### config.mk
export PLATFORM = sky130hd
export DESIGN_NAME = lipWrapper
export DESIGN_NICKNAME = d
export VERILOG_FILES = /design/src/rtl/lipWrapPkg.sv /design/src/rtl/tokenFifo.sv /design/src/rtl/sumPearl.sv /design/src/rtl/wrapDatapath.sv /design/src/rtl/wrapCtrl.sv /design/src/rtl/lipWrapper.sv
export SDC_FILE = /design/constraint.sdc
export NUM_CORES = 1
export LEC_CHECK = 0
export BUFFER_PORTS_ARGS = -buffer_cell sky130_fd_sc_hd__buf_2
export CAP_MARGIN = 20
export CORE_AREA = 5 5 96 62
export CTS_CLUSTER_SIZE = 40
export DETAILED_ROUTE_END_ITERATION = 8
export DIE_AREA = 0 0 101 67
export PLACE_DENSITY_LB_ADDON = 0.15
export RECOVER_POWER = 50
export SYNTH_ARGS = -nofsm -noshare
export SYNTH_HDL_FRONTEND = slang
export SYNTH_HIERARCHICAL = 1
export SYNTH_SLANG_ARGS = --single-unit
export TNS_END_PERCENT = 1
### constraint.sdc
create_clock -name clk -period 5.3 [get_ports clk]
set_input_delay 1.06 -clock clk [delete_from_list [all_inputs] [get_ports clk]]
set_output_delay 1.06 -clock clk [all_outputs]
set_load 0.02 [all_outputs]
### src/rtl/lipWrapPkg.sv
package lipWrapPkg;
  parameter int unsigned NUM_IN = 2;

  // strobes from control to datapath
  typedef struct packed {
    logic              fire;
    logic [NUM_IN-1:0] push;
  } strobe_t;

  // queue state from datapath to control
  typedef struct packed {
    logic [NUM_IN-1:0] full;
    logic [NUM_IN-1:0] empty;
  } status_t;
endpackage

### src/rtl/tokenFifo.sv
module tokenFifo #(
  parameter int unsigned DATA_W = 8,
  parameter int unsigned DEPTH  = 2
) (
  input  logic              clk,
  input  logic              rstN,
  input  logic              push,
  input  logic              pop,
  input  logic [DATA_W-1:0] wrData,
  output logic [DATA_W-1:0] rdData,
  output logic              full,
  output logic              empty
);
  localparam int unsigned PTR_W = (DEPTH > 1) ? $clog2(DEPTH) : 1;
  localparam int unsigned CNT_W = $clog2(DEPTH + 1);

  logic [DATA_W-1:0] mem [DEPTH];
  logic [PTR_W-1:0]  wrPtr, rdPtr;
  logic [CNT_W-1:0]  cntQ, cntNext;

  function automatic logic [PTR_W-1:0] nextPtr(input logic [PTR_W-1:0] p);
    return (p == PTR_W'(DEPTH - 1)) ? '0 : p + 1'b1;
  endfunction

  assign cntNext = cntQ + CNT_W'(push) - CNT_W'(pop);
  assign rdData  = mem[rdPtr];

  always_ff @(posedge clk or negedge rstN) begin
    if (!rstN) begin
      wrPtr <= '0;
      rdPtr <= '0;
      cntQ  <= '0;
      full  <= 1'b0;
      empty <= 1'b1;
    end else begin
      if (push) wrPtr <= nextPtr(wrPtr);
      if (pop)  rdPtr <= nextPtr(rdPtr);
      cntQ  <= cntNext;
      full  <= (cntNext == CNT_W'(DEPTH));
      empty <= (cntNext == '0);
    end
  end

  always_ff @(posedge clk) begin
    if (push) mem[wrPtr] <= wrData;
  end
endmodule

### src/rtl/sumPearl.sv
module sumPearl #(
  parameter int unsigned DATA_W = 8,
  parameter int unsigned NUM_IN = 2
) (
  input  logic                          clk,
  input  logic                          rstN,
  input  logic                          en,
  input  logic [NUM_IN-1:0][DATA_W-1:0] operand,
  output logic [DATA_W-1:0]             result
);
  logic [DATA_W-1:0] sumComb;

  always_comb begin
    sumComb = '0;
    for (int i = 0; i < int'(NUM_IN); i++) sumComb = sumComb + operand[i];
  end

  always_ff @(posedge clk or negedge rstN) begin
    if (!rstN)   result <= '0;
    else if (en) result <= sumComb;
  end
endmodule

### src/rtl/wrapDatapath.sv
module wrapDatapath
  import lipWrapPkg::*;
#(
  parameter int unsigned DATA_W     = 8,
  parameter int unsigned FIFO_DEPTH = 2
) (
  input  logic                          clk,
  input  logic                          rstN,
  input  strobe_t                       strb,
  input  logic [NUM_IN-1:0][DATA_W-1:0] inData,
  output status_t                       stat,
  output logic [DATA_W-1:0]             outData
);
  logic [NUM_IN-1:0][DATA_W-1:0] headData;

  for (genvar g = 0; g < int'(NUM_IN); g++) begin : gQueue
    tokenFifo #(.DATA_W(DATA_W), .DEPTH(FIFO_DEPTH)) uFifo (
      .clk    (clk),
      .rstN   (rstN),
      .push   (strb.push[g]),
      .pop    (strb.fire),
      .wrData (inData[g]),
      .rdData (headData[g]),
      .full   (stat.full[g]),
      .empty  (stat.empty[g])
    );
  end

  sumPearl #(.DATA_W(DATA_W), .NUM_IN(NUM_IN)) uPearl (
    .clk     (clk),
    .rstN    (rstN),
    .en      (strb.fire),
    .operand (headData),
    .result  (outData)
  );
endmodule

### src/rtl/wrapCtrl.sv
module wrapCtrl
  import lipWrapPkg::*;
(
  input  logic              clk,
  input  logic              rstN,
  input  logic [NUM_IN-1:0] inValid,
  input  logic              outStop,
  input  status_t           stat,
  output logic [NUM_IN-1:0] inStop,
  output strobe_t           strb,
  output logic              outValid
);
  logic holdOut;
  logic allReady;

  // stop only counts when it lands on a valid result
  assign holdOut   = outStop & outValid;
  assign allReady  = &(~stat.empty);
  assign strb.fire = allReady & ~holdOut;
  assign inStop    = stat.full | {NUM_IN{holdOut}};
  assign strb.push = inValid & ~inStop;

  always_ff @(posedge clk or negedge rstN) begin
    if (!rstN) outValid <= 1'b0;
    else       outValid <= strb.fire | holdOut;
  end
endmodule

### src/rtl/lipWrapper.sv
module lipWrapper
  import lipWrapPkg::*;
#(
  parameter int unsigned DATA_W     = 8,
  parameter int unsigned FIFO_DEPTH = 2
) (
  input  logic              clk,
  input  logic              rstN,
  input  logic              aValid,
  input  logic [DATA_W-1:0] aData,
  output logic              aStop,
  input  logic              bValid,
  input  logic [DATA_W-1:0] bData,
  output logic              bStop,
  output logic              outValid,
  output logic [DATA_W-1:0] outData,
  input  logic              outStop
);
  strobe_t                       strbBus;
  status_t                       statBus;
  logic [NUM_IN-1:0]             inStopVec;
  logic [NUM_IN-1:0][DATA_W-1:0] inDataVec;

  assign inDataVec = {bData, aData};
  assign aStop     = inStopVec[0];
  assign bStop     = inStopVec[1];

  wrapCtrl uCtrl (
    .clk      (clk),
    .rstN     (rstN),
    .inValid  ({bValid, aValid}),
    .outStop  (outStop),
    .stat     (statBus),
    .inStop   (inStopVec),
    .strb     (strbBus),
    .outValid (outValid)
  );

  wrapDatapath #(.DATA_W(DATA_W), .FIFO_DEPTH(FIFO_DEPTH)) uDp (
    .clk     (clk),
    .rstN    (rstN),
    .strb    (strbBus),
    .inData  (inDataVec),
    .stat    (statBus),
    .outData (outData)
  );
endmodule

==> out/qor.csv <==
metric;value;unit
final_util;55.2;%
grt_start_max_net_pins;22;
drive_above_1_share;30.0;%
setup_viol;0;
detail_route.first_pass.iterations;4;
postSynthCellCount;164;
dieHeight;67;microns
first_iter_violations;63;
grt_pass1_vias;1502;
coreArea;4930;sq um
fp-row-count;20;
cts_buffers;5;
cts.sinks;53;
vias_per_cell;5.28;
worstPathMaxFanout;16;
end_kind;flip-flop;
maxSlewViolCount;0;
insertedDiodeCount;0;
fin_worst_skew;0.00664;ns
path_clk_slew;0.09;ns
syn2layout_area_growth;12.3;%
ys_ff_latch;53;
dp_hpwl;3.24;mm
ctsHtreeMaxLevel;2;
grtUsageTotal;14.5;%
irDropWorstVdd;0.311;mV
finalSetupTns;0;ns
cts_tree;yes;
wl_per_cell;15.9;microns
hold_class;flip-flop to flip-flop;
synth_cell_types;44;
rsz0062_at_grt;false;
clk_latency;0.29;ns
grt_pass1_wl;7.31;mm
syn_area;2420;sq um
placement.cell_area;2650;sq um
clock.fmax;0.350;GHz
dieArea;6770;sq um
cts-root-buf;clkbuf_8;
worst_ep_required_time;5.49;ns
gp_congestion;0.792;
start_util;49.1;%
hold_viol_final;0;
tightestPinTransition;1.18;ns
yosysSeqAreaShare;61.5;%
drc;0;
antenna_found_initial;0;
port_buffers;31;
worstSetupPathType;input port to flip-flop;
cts_setup_buffers;0;
cts_resized;0;
clk_path_buf_depth;2;
relSlewSlack;21.4;%
p_per_area;623;nW/um^2
totalWireLength;4.24;mm
status;finished clean;
grt_overflow;0;
cp.arrival;3.05;ns
holdBufCountCts;0;
leakage;1.10;nW
synth.net_count;197;
start_kind;input port;
io_pins;32;
fin_crit;2.86;ns
synth_warnings;6;
layout.nets;232;
via_count;1405;
antenna_left;0;
die_w;101;microns
n_fill_cell;415;
synth.avg_cell_area;14.8;sq um
finalCritPeriodShare;53.9;%
cap_violations;0;
final_area;2720;sq um
==> worst max-delay path, stage by stage <==
cell and delay (ns):
buf_2 0.10, and2_4 0.16, nor3_1 0.13, clkbuf_1 0.63, ha_1 0.36, inv_1 0.06, ha_1 0.14, xor3_2 0.28
nor2b_4 0.14
==> state kept, by name, indices dropped and copies added, names as in the netlist <==
register,flops
uDp/gQueue.uFifo/wrPtr,2
uDp/gQueue.uFifo/rdPtr,2
uDp/uPearl/result,8
uDp/gQueue.uFifo/empty,2
uDp/gQueue.uFifo/mem,32
uDp/gQueue.uFifo/full,2
uCtrl/outValid,1
uDp/gQueue.uFifo/cntQ,4
==> cell usage in the layout (no fill, tap or decap), drive strengths merged, types with 4 or more instances in the layout <==
cell    Yosys  final
nor3        4      4
mux2       18     18
inv        13     13
clkbuf      0     16
nand2       5      5
buf         4     23
o21ai       4      4
edfxtp     32     32
xor2        5      5
ha         11     11
a211oi      4      4
dfrtp      19     19
nor2b       5      5
==> report_power, final <==
part | internal [mW] | switching [mW]
registers | 0.581 | 0.0731
logic | 0.363 | 0.440
clock network | 0.118 | 0.119
total | 1.06 | 0.632
==> cells by family after synthesis <==
family	synth area share [%]
xor gates and xnor gates	4.24
AOI/OAI and AO/OA	7.90
buffers and inverters	2.84
adders and majority gates	6.51
DFF	61.5
and+or+nand+nor	8.68
muxes	8.37
==> final timing paths <==
| path | from | endpoint | slack, ns | depth (start not counted) |
|---|---|---|---|---|
| setup / recovery | outStop | uDp/gQueue[1].uFifo/full | 2.44 | 9 |
| hold / removal | uDp/gQueue[0].uFifo/wrPtr | uDp/gQueue[0].uFifo/wrPtr | 0.49 | 1 |
| setup reg to reg | uDp/gQueue[0].uFifo/rdPtr | uDp/uPearl/result[6] | 2.83 | 8 |
| hold reg to reg | uDp/gQueue[0].uFifo/wrPtr | uDp/gQueue[0].uFifo/wrPtr | 0.49 | 1 |
| max in group asynchronous | rstN | uDp/gQueue[1].uFifo/rdPtr | 3.62 | 1 |
| min in group asynchronous | rstN | uDp/gQueue[1].uFifo/cntQ[1] | 0.98 | 1 |
==> stage by stage <==
stage	std cells	worst slack (ns)	total power [mW]	hold slack, ns
2_1_floorplan	164	2.77	1.28	0.453
3_3_place_gp	258	2.67	1.44	0.472
3_5_place_dp	258	2.62	1.48	0.475
4_1_cts	266	2.74	1.72	0.490
5_1_grt	266	2.32	1.84	0.522
6_report	266	2.44	1.69	0.490
==> synthesized netlist by cell type, drive strengths merged <==
cell type | count | area (sq um)
a2111o | 1 | 11.3
a211oi | 4 | 35.0
a21o | 1 | 7.51
a21oi | 1 | 5.00
a22oi | 1 | 7.51
a311oi | 1 | 8.76
a41oi | 1 | 8.76
and2 | 3 | 21.3
and2b | 1 | 7.51
buf | 4 | 20.0
dfrtp | 19 | 475
dfstp | 2 | 52.6
edfxtp | 32 | 961
fa | 1 | 20.0
ha | 11 | 138
inv | 13 | 48.8
mux2 | 18 | 203
nand2 | 5 | 18.8
nand2b | 2 | 12.5
nand3 | 2 | 10.0
nand3b | 1 | 7.51
nand4 | 1 | 6.26
nor2 | 3 | 11.3
nor2b | 5 | 46.3
nor3 | 4 | 25.0
nor3b | 2 | 25.0
nor4 | 3 | 18.8
o211ai | 3 | 27.5
o21a | 2 | 15.0
o21ai | 4 | 20.0
o21bai | 1 | 7.51
o2bb2ai | 2 | 17.5
o31ai | 2 | 20.0
xnor2 | 1 | 8.76
xor2 | 5 | 43.8
xor3 | 2 | 50.1
==> layout make-up <==
class	instances	area, sq um	share of cell area (%)
Tap cell	66	82.6	3.04
Multi-Input combinational cell	94	850	31.2
Inverter	13	48.8	1.79
Sequential cell	53	1490	54.7
Clock inverter	1	5.00	0.184
Timing Repair Buffer	32	149	5.47
Clock buffer	7	96.3	3.54
==> metal layers <==
metal	share of wire (%)	wire length [microns]	vias to the layer above	global-route usage [%]
met5	0	0	-	0
met4	1.7	70	0	4.98
met3	4.4	187	9	4.50
met2	47	2010	29	23.8
met1	47	1980	692	18.3
li1	-	-	675	-
Note: power is estimated with default switching activity, not from simulation.
